--- config.mk ---
export PLATFORM = sky130hd
export DESIGN_NAME = async_char_rx
export DESIGN_NICKNAME = d
export VERILOG_FILES = /design/src/rtl/srx_pkg.sv /design/src/rtl/srx_sync.sv /design/src/rtl/srx_framer.sv /design/src/rtl/srx_hold.sv /design/src/rtl/async_char_rx.sv
export SDC_FILE = /design/constraint.sdc
export NUM_CORES = 1
export LEC_CHECK = 0
export ABC_AREA = 1
export BUFFER_PORTS_ARGS = -buffer_cell sky130_fd_sc_hd__buf_2
export CAP_MARGIN = 15
export CORE_ASPECT_RATIO = 1.4
export CORE_MARGIN = 5
export CORE_UTILIZATION = 32
export DETAILED_ROUTE_END_ITERATION = 10
export PLACE_DENSITY = 0.58
export SLEW_MARGIN = 20
export SYNTH_ARGS = -nofsm -noshare
export SYNTH_HDL_FRONTEND = slang
export SYNTH_HIERARCHICAL = 1
export SYNTH_SLANG_ARGS = --single-unit
--- constraint.sdc ---
create_clock -name clk -period 1.55 [get_ports clk]
set_clock_uncertainty 0.2 [all_clocks]
set_input_delay 0.155 -clock clk [delete_from_list [all_inputs] [get_ports clk]]
set_output_delay 0.155 -clock clk [all_outputs]
set_load 0.005 [all_outputs]
--- src/rtl/srx_pkg.sv ---
package srx_pkg;
   localparam int DATA_W  = 8;
   localparam int MIN_LEN = 5;

   typedef struct packed {
      logic [DATA_W-1:0] data;
      logic              perr;
      logic              ferr;
      logic              brk;
   } srx_char_t;

   typedef enum logic [2:0] {
      ST_IDLE,
      ST_START,
      ST_DATA,
      ST_PAR,
      ST_STOP,
      ST_BRKW
   } srx_state_e;

   function automatic logic par_enabled(input logic [1:0] sel);
      return (sel == 2'b01) || (sel == 2'b10);
   endfunction
endpackage

--- src/rtl/srx_sync.sv ---
module srx_sync #(
   parameter int STAGES = 2
) (
   input  logic clk,
   input  logic rst_n,
   input  logic d,
   output logic q
);
   logic [STAGES-1:0] ff;

   generate
      if (STAGES < 2) begin : g_bad_stages
         $error("srx_sync: STAGES must be at least 2");
      end
   endgenerate

   always_ff @(posedge clk or negedge rst_n) begin
      if (!rst_n) ff <= '1;
      else        ff <= {ff[STAGES-2:0], d};
   end

   assign q = ff[STAGES-1];
endmodule

--- src/rtl/srx_framer.sv ---
module srx_framer
   import srx_pkg::*;
#(
   parameter int OVS = 16
) (
   input  logic       clk,
   input  logic       rst_n,
   input  logic       tick,
   input  logic       rx,
   input  logic [1:0] cfg_len,
   input  logic [1:0] cfg_par,
   input  logic       cfg_stop2,
   output logic       done,
   output srx_char_t  chr
);
   localparam int CW = $clog2(OVS);
   localparam logic [CW-1:0] MID_C  = CW'(OVS / 2 - 1);
   localparam logic [CW-1:0] LAST_C = CW'(OVS - 1);

   srx_state_e       state;
   logic [CW-1:0]    cnt;
   logic [2:0]       bidx;
   logic [DATA_W-1:0] sh;
   logic             pbit;
   logic             stop_idx;
   logic             stop_bad;
   logic             all_low;

   logic [2:0] last_idx;
   logic       par_on;
   logic       par_odd;
   logic       at_sample;
   logic       final_stop;

   assign last_idx   = {1'b0, cfg_len} + 3'(MIN_LEN - 1);
   assign par_on     = par_enabled(cfg_par);
   assign par_odd    = (cfg_par == 2'b10);
   assign at_sample  = (cnt == LAST_C);
   assign final_stop = (stop_idx == cfg_stop2);

   always_ff @(posedge clk or negedge rst_n) begin
      if (!rst_n) begin
         state    <= ST_IDLE;
         cnt      <= '0;
         bidx     <= '0;
         sh       <= '0;
         pbit     <= 1'b0;
         stop_idx <= 1'b0;
         stop_bad <= 1'b0;
         all_low  <= 1'b0;
         done     <= 1'b0;
         chr      <= '0;
      end else begin
         done <= 1'b0;
         if (tick) begin
            unique case (state)
               ST_IDLE: begin
                  if (!rx) begin
                     state <= ST_START;
                     cnt   <= '0;
                  end
               end
               ST_START: begin
                  if (cnt == MID_C) begin
                     if (rx) begin
                        state <= ST_IDLE;
                     end else begin
                        state    <= ST_DATA;
                        cnt      <= '0;
                        bidx     <= '0;
                        sh       <= '0;
                        pbit     <= 1'b0;
                        stop_idx <= 1'b0;
                        stop_bad <= 1'b0;
                        all_low  <= 1'b1;
                     end
                  end else begin
                     cnt <= cnt + 1'b1;
                  end
               end
               ST_DATA: begin
                  if (at_sample) begin
                     cnt      <= '0;
                     sh[bidx] <= rx;
                     all_low  <= all_low & ~rx;
                     if (bidx == last_idx) state <= par_on ? ST_PAR : ST_STOP;
                     else                  bidx  <= bidx + 1'b1;
                  end else begin
                     cnt <= cnt + 1'b1;
                  end
               end
               ST_PAR: begin
                  if (at_sample) begin
                     cnt     <= '0;
                     pbit    <= rx;
                     all_low <= all_low & ~rx;
                     state   <= ST_STOP;
                  end else begin
                     cnt <= cnt + 1'b1;
                  end
               end
               ST_STOP: begin
                  if (at_sample) begin
                     cnt <= '0;
                     if (final_stop) begin
                        done     <= 1'b1;
                        chr.data <= sh;
                        chr.perr <= par_on & (^sh ^ pbit ^ par_odd);
                        chr.ferr <= stop_bad | ~rx;
                        chr.brk  <= all_low & ~rx;
                        state    <= (all_low & ~rx) ? ST_BRKW : ST_IDLE;
                     end else begin
                        stop_idx <= 1'b1;
                        stop_bad <= stop_bad | ~rx;
                        all_low  <= all_low & ~rx;
                     end
                  end else begin
                     cnt <= cnt + 1'b1;
                  end
               end
               ST_BRKW: begin
                  if (rx) state <= ST_IDLE;
               end
               default: state <= ST_IDLE;
            endcase
         end
      end
   end
endmodule

--- src/rtl/srx_hold.sv ---
module srx_hold
   import srx_pkg::*;
(
   input  logic      clk,
   input  logic      rst_n,
   input  logic      done,
   input  srx_char_t chr,
   input  logic      out_ready,
   output logic      out_valid,
   output srx_char_t out_chr,
   output logic      out_ovr
);
   always_ff @(posedge clk or negedge rst_n) begin
      if (!rst_n) begin
         out_valid <= 1'b0;
         out_chr   <= '0;
         out_ovr   <= 1'b0;
      end else if (done) begin
         out_chr   <= chr;
         out_ovr   <= out_valid & ~out_ready;
         out_valid <= 1'b1;
      end else if (out_valid && out_ready) begin
         out_valid <= 1'b0;
      end
   end
endmodule

--- src/rtl/async_char_rx.sv ---
module async_char_rx
   import srx_pkg::*;
#(
   parameter int OVS         = 16,
   parameter int SYNC_STAGES = 2
) (
   input  logic       clk,
   input  logic       rst_n,
   input  logic       tick16,
   input  logic       rx_line,
   input  logic [1:0] cfg_len,
   input  logic [1:0] cfg_par,
   input  logic       cfg_stop2,
   input  logic       out_ready,
   output logic       out_valid,
   output logic [7:0] out_data,
   output logic       out_perr,
   output logic       out_ferr,
   output logic       out_brk,
   output logic       out_ovr
);
   generate
      if ((OVS < 4) || (OVS % 2 != 0)) begin : g_bad_ovs
         $error("async_char_rx: OVS must be even and at least 4");
      end
      if (DATA_W != 8) begin : g_bad_width
         $error("async_char_rx: data width must be 8");
      end
   endgenerate

   logic      rx_s;
   logic      done;
   srx_char_t fr_chr;
   srx_char_t hd_chr;

   srx_sync #(.STAGES(SYNC_STAGES)) u_sync (
      .clk(clk), .rst_n(rst_n), .d(rx_line), .q(rx_s)
   );

   srx_framer #(.OVS(OVS)) u_framer (
      .clk(clk), .rst_n(rst_n), .tick(tick16), .rx(rx_s),
      .cfg_len(cfg_len), .cfg_par(cfg_par), .cfg_stop2(cfg_stop2),
      .done(done), .chr(fr_chr)
   );

   srx_hold u_hold (
      .clk(clk), .rst_n(rst_n), .done(done), .chr(fr_chr),
      .out_ready(out_ready), .out_valid(out_valid),
      .out_chr(hd_chr), .out_ovr(out_ovr)
   );

   assign out_data = hd_chr.data;
   assign out_perr = hd_chr.perr;
   assign out_ferr = hd_chr.ferr;
   assign out_brk  = hd_chr.brk;
endmodule

==> results.ini, run 1 <==
[status]
status=finished, violations left
violations=setup timing

[floorplanning]
start_util_pct=32.9
row_count=39
die_x_um=87.9
die-area_um2=10500
core_area_um2=8250
ios=23
die_h_um=119

[sta]
finalSetupViolCount=34
finalCriticalPeriod_ns=1.79
slew-limit-headroom_pct=77.6
rsz0062_at_grt=yes
max_freq_ghz=0.558
post-route-period-util_pct=116
drv_slew=0
worstMarginPinSlew_ns=0.336
hold_viol=0
setup_slack_ns=-0.243

[clock_network]
cts_buffers=5
clock_latency_ns=0.28
ctsLongestPathBuffers=2
cts_tree=yes
htreeDepth=2
clock-sinks=49
clk_pin_slew_ns=0.07
cts-root-buf=clkbuf_16

[critical_path]
cp.arrival_ns=1.78
path_class=reg -> reg
crit_fanout=5
worst-endpoint-required_ns=1.54
worstSetupEndpointType=register
critPathLaunchType=register

[power_and_ir_drop]
p_comb_share_pct=52.2
p_per_area_nw_per_um2=1470
clkPwrFrac_pct=19.1
power.switching_mw=2.16
vdd_drop_max_mv=0.764
pwr-share-seq_pct=28.7
p_sw_share_pct=38.8
power.internal_mw=3.40
total_power_mw=5.55
power_leakage_nw=1.95

[logic_synthesis]
ys_seq_area_share_pct=45.3
synthCells=355
yosys.area_share.simple_pct=38.2
yosysWarnings=6
syn_area_um2=2720
muxShareOfSynthArea_pct=0.369
yosys.area_share.xor_xnor_pct=1.61
ys_ff_latch=49
synth_top_family_by_area=simple AND/OR/NAND/NOR gates
syn-num-nets=368
avgSynthCellArea_um2=7.65
synth_compound_area_share_pct=5.67
synthAdderAreaFrac_pct=1.38
synth_cell_types=32

[route]
route.met3.wl_um=219
wl_per_cell_um=11.7
detail_route.drc_violations=0
vias=2546
routed_wl_mm=6.40
wl_met2_mm=3.31
drt-met1-wl_mm=2.70
firstDrtPassIters=4
top_layer=met4
via_per_inst=4.66
initialDrtViolationCount=108
ant_nets=0

[final_layout]
stdcell_count=546
fin_util_pct=46.0
area.growth.synth_to_final_pct=39.6
final.fill_count=792
diodes=0
final_common_cell=nand2_1
layout.nets=456
drive_gt1_share_pct=34.9
final_cell_mix=nand2_1 (133), buf_4 (51), dfrtp_1 (44), inv_1 (26), buf_2 (22)

[global_route]
grt_pass1_wl_mm=10.6
grt.total_usage_pct=12.5
grt_max_degree=23
gr-total-overflow=0
antenna_found_initial=0
grt_pass1_vias=2498

[place]
pre_cts_slack_ns=-0.216
portBuffers=22
placedCellCount=519
gp_congestion=0.838
dp_hpwl_mm=4.73

[hold_path]
hold_path.class=in -> async

[job]
drv_cap=0

## area by class of cell
cell class | instances | area (um2) | area share (%)
Tap cell | 102 | 128 | 3.37
Inverter | 37 | 146 | 3.86
Clock buffer | 6 | 129 | 3.40
Sequential cell | 49 | 1230 | 32.5
Timing Repair Buffer | 89 | 687 | 18.1
Multi-Input combinational cell | 261 | 1450 | 38.3
Clock inverter | 2 | 15.0 | 0.396
## flip-flops by register name, summed over array words and instances (netlist names)
| register | cells |
|---|---|
| u_framer/chr | 11 |
| u_hold/out_chr | 11 |
| u_framer/sh | 8 |
| u_framer/cnt | 4 |
| u_framer/bidx | 3 |
| u_framer/state | 3 |
| u_sync/ff | 2 |
| u_framer/all_low | 1 |
| u_framer/done | 1 |
| u_framer/pbit | 1 |
| u_framer/stop_bad | 1 |
| u_framer/stop_idx | 1 |
| u_hold/out_ovr | 1 |
| u_hold/out_valid | 1 |
## metal layers
| layer | vias up | global-route usage (%) |
|---|---|---|
| met4 | 0 | 5.66 |
| met1 | 1172 | 13.7 |
| met3 | 16 | 2.49 |
| met5 | - | 0 |
| met2 | 49 | 22.6 |
| li1 | 1309 | - |
## final timing paths
check / from / end / slack, ns / cells after the start
worst max-delay path: u_framer/state[1] / u_framer/cnt[3] / -0.24 / 8
worst min-delay path: rst_n / u_framer/sh[1] / 0.07 / 2
worst max register to register: u_framer/state[1] / u_framer/cnt[3] / -0.24 / 8
worst min register to register: u_sync/ff[0] / u_sync/ff[1] / 0.16 / 0
max in group asynchronous: rst_n / u_sync/ff[1] / 0.56 / 3
min in group clk: tick16 / u_framer/chr[1] / 0.10 / 4
## cell usage after synthesis, drive strengths merged
cell,count,area share [%]
nand2,155,23
dfrtp,47,43
inv,37,5.1
nand3,26,5.0
o21ai,22,4.2
nor2,17,3.6
nand4,15,3.5
buf,7,2.3
nand3b,7,1.9
a21oi,5,0.92
ha,3,1.4
xor2,3,0.97
dfstp,2,1.9
nor3,2,0.78
xnor2,2,0.65
clkbuf,1,0.14
mux2i,1,0.37
o211ai,1,0.28
o31ai,1,0.28
or2,1,0.23
## stage by stage
| stage | TNS, ns | hold WS, ns | area, um2 |
|---|---|---|---|
| CTS | -4.04 | 0.0757 | 3640 |
| global route | -8.37 | 0.0981 | 3790 |
| global placement | -4.77 | -0.157 | 3280 |
| floorplan | -0.853 | -0.341 | 2730 |
| detailed placement | -5.17 | -0.156 | 3280 |
| finish | -5.32 | 0.0688 | 3790 |
## power by group through the flow
stage                     combinational, mW  sequential, mW  clock [mW]
after floorplan                        1.30            1.57           0
after global placement                 2.16            1.57           0
after detailed placement               2.19            1.58           0
after CTS                              2.62            1.57        1.10
after global routing                   3.21            1.61        1.14
final                                  2.90            1.59        1.06
## worst max-delay path: stages, from the launching register on
cell and delay (ns):
dfrtp_2 0.47, buf_6 0.14, nor2_4 0.19, nand2_4 0.09
buf_4 0.14, buf_6 0.12, nand2_2 0.05, nand2_2 0.08
o31ai_1 0.22
## kinds of logic (layout without fill, tap and decap cells)
family,count (synthesis),in the layout
flops,49,49
simple gates,223,223
buf+inv,45,134
mux,1,1
fa+ha+maj,3,3
compound gates,29,29
xor+xnor,5,5
## repair_timing
item,CTS,global route
hold endpoints to repair,50,0
pin swaps,24,11
hold buffers,3,0
setup endpoints to repair,34,34
buffers inserted,8,7
resized for setup,42,28
gates cloned,1,1
Power figures use the tool's default switching activity.
==> run 2, diff against run 1 <==
--- a/config.mk
+++ b/config.mk
@@ -16,5 +16,4 @@
 export SLEW_MARGIN = 20
 export SYNTH_ARGS = -nofsm -noshare
 export SYNTH_HDL_FRONTEND = slang
-export SYNTH_HIERARCHICAL = 1
 export SYNTH_SLANG_ARGS = --single-unit
==> constraint.sdc (replaced) <==
create_clock -name clk -period 1.46 [get_ports clk]
set_clock_uncertainty 0.2 [all_clocks]
set_input_delay 0.146 -clock clk [delete_from_list [all_inputs] [get_ports clk]]
set_output_delay 0.146 -clock clk [all_outputs]
set_load 0.005 [all_outputs]
==> run 2 against run 1 <==
  * The flow still finishes with violations (setup timing)
  * Routed wire length shrank 9.7%
  * Non-clock buffer count shrank 9
  * Hold slack lost 0.0031 ns
  * Setup slack lost 0.035 ns
  * Cell count shrank 4.4%
  * Critical path type unchanged
  * Highest routed layer unchanged
==> results.ini, run 2 <==
[route]
via_per_inst=4.49
vias=2343
initialDrtViolationCount=104
ant_nets=0
wl_per_cell_um=11.1
firstDrtPassIters=4
routed_wl_mm=5.78
detail_route.drc_violations=0

[floorplanning]
die_h_um=117
die_x_um=86.4
row_count=39
start_util_pct=32.5
ios=23
die-area_um2=10100
core_area_um2=8050

[clock_network]
ctsLongestPathBuffers=2
htreeDepth=2
clock-sinks=49
clock_latency_ns=0.29
cts-root-buf=clkbuf_16
cts_buffers=5
cts_tree=yes
clk_pin_slew_ns=0.07

[logic_synthesis]
yosys.cell_count.top_type=nand2_1
synthFlopType=dfrtp_1
syn-num-nets=354
yosysWarnings=0
synth_cell_types=27
synth_top_area_share_pct=45.0
netlist_top_cells_count=nand2_1 (141), dfrtp_1 (47), inv_1 (31)
syn_area_um2=2610
async_flop_share_pct=100
ys_top_cells_by_area=dfrtp_1 (45%), nand2_1 (20%), o21ai_0 (4.6%), inv_1 (4.5%), nand3_1 (3.1%)
ys_ff_latch=49
synth_top_area_cell=dfrtp_1
ys_seq_area_share_pct=47.0
synth_edf_count=0
synthCells=341
avgSynthCellArea_um2=7.66

[sta]
setup_slack_ns=-0.277
rsz0062_at_grt=yes
post-route-period-util_pct=119
tns_ns=-7.60
finalSetupViolCount=34
finalCriticalPeriod_ns=1.74
hold_viol=0
whs_ns=0.0658
slew-limit-headroom_pct=75.2
worstMarginPinSlew_ns=0.372
drv_slew=0
max_freq_ghz=0.576

[job]
drv_cap=0

[critical_path]
worstSetupEndpointType=register
worst-endpoint-required_ns=1.48
crit_fanout=7
path_class=reg -> reg
r2r_start=u_framer.cnt[1]
cp.arrival_ns=1.76
critPathLaunch=u_framer.cnt[1]
critPathLaunchType=register

[global_route]
busiest_layer=met2
met3_usage_pct=1.96
met2_usage_pct=23.4
grt_pass1_vias=2363
grt_max_degree=50
antenna_found_initial=0
grt_pass1_wl_mm=10.3
grt.total_usage_pct=12.5
gr-total-overflow=0
grtUsageMet1_pct=14.1

[final_layout]
fin_util_pct=44.7
layout.nets=432
largestRegisters=u_framer.chr (11), u_hold.out_chr (11), u_framer.sh (8)
final_common_cell=nand2_1
final_cell_mix=nand2_1 (129), buf_4 (46), dfrtp_1 (45), inv_1 (29), buf_2 (22)
area.growth.synth_to_final_pct=37.6
diodes=0
drive_gt1_share_pct=32.4
design_area_um2=3600

[power_and_ir_drop]
power_leakage_nw=1.93
p_per_area_nw_per_um2=1400
total_power_mw=5.04
vdd_drop_max_mv=0.711

[place]
portBuffers=22
gp_congestion=0.810
dpl_cell_area_um2=3170
dp_hpwl_mm=4.14

[status]
violations=setup timing
status=finished, violations left

[hold_path]
worstHoldStart=tick16
hold_path.class=in -> reg

-- run 2: final cells by class --
class | count | area (um2)
fill | 793 | 4450
inverter | 33 | 126
sequential | 49 | 1230
multi-input combinational | 250 | 1330
tap | 102 | 128
clock inverter | 2 | 37.5
clock buffer | 6 | 139
timing repair buffer | 80 | 604
-- run 2: layer usage --
layer	vias to the layer above	routed length (um)
met5	-	0
met4	0	134
met3	8	200
met2	41	2950
met1	1060	2490
li1	1234	-
-- run 2: worst max-delay path, stage by stage (launching register included) --
cell and delay, ns:
dfrtp_1 0.40, ha_4 0.16, nand2_4 0.07, nor2_4 0.12
nor2_4 0.05, nor2_4 0.09, nand2_2 0.07, nor2_4 0.12
buf_12 0.13, buf_6 0.10, nand4_1 0.08, nand2_1 0.07
-- run 2: path summary, 6_finish.rpt --
| check | endpoint | slack, ns | cells after the start |
|---|---|---|---|
| hold reg to reg | u_sync.ff[1] | 0.16 | 0 |
| setup / recovery | u_framer.sh[2] | -0.28 | 11 |
| setup reg to reg | u_framer.sh[2] | -0.28 | 11 |
| min in group asynchronous | u_hold.out_chr[10] | 0.17 | 3 |
| hold / removal | u_framer.done | 0.07 | 3 |
| max in group asynchronous | u_sync.ff[1] | 0.61 | 3 |
-- run 2: cells by family after synthesis --
group	share of synthesized area, %
AOI/OAI and AO/OA	7.85
xor gates and xnor gates	3.02
adders and majority gates	1.44
buffers and inverters	7.13
DFF	47.0
and+or+nand+nor	33.6
-- run 2: report_power, final --
part	switching (mW)	internal, mW	total (mW)	leakage [nW]
logic	1.09	0.946	2.04	1.18
clock network	0.497	0.855	1.35	0.0831
registers	0.150	1.50	1.65	0.661
-- run 2: metrics by stage --
stage | setup slack [ns] | instances
after global routing | -0.392 | 522
after global placement | -0.306 | 499
final | -0.277 | 522
after detailed placement | -0.382 | 499
after CTS | -0.321 | 521
after floorplan | -0.180 | 341
-- run 2: what timing repair did --
action                                 CTS  global route
pin swaps                               15             6
hold buffers                             3             0
setup endpoints to repair               34            34
endpoints found under the hold margin   52             0
resized for setup                       30            15
buffers inserted                        11             1
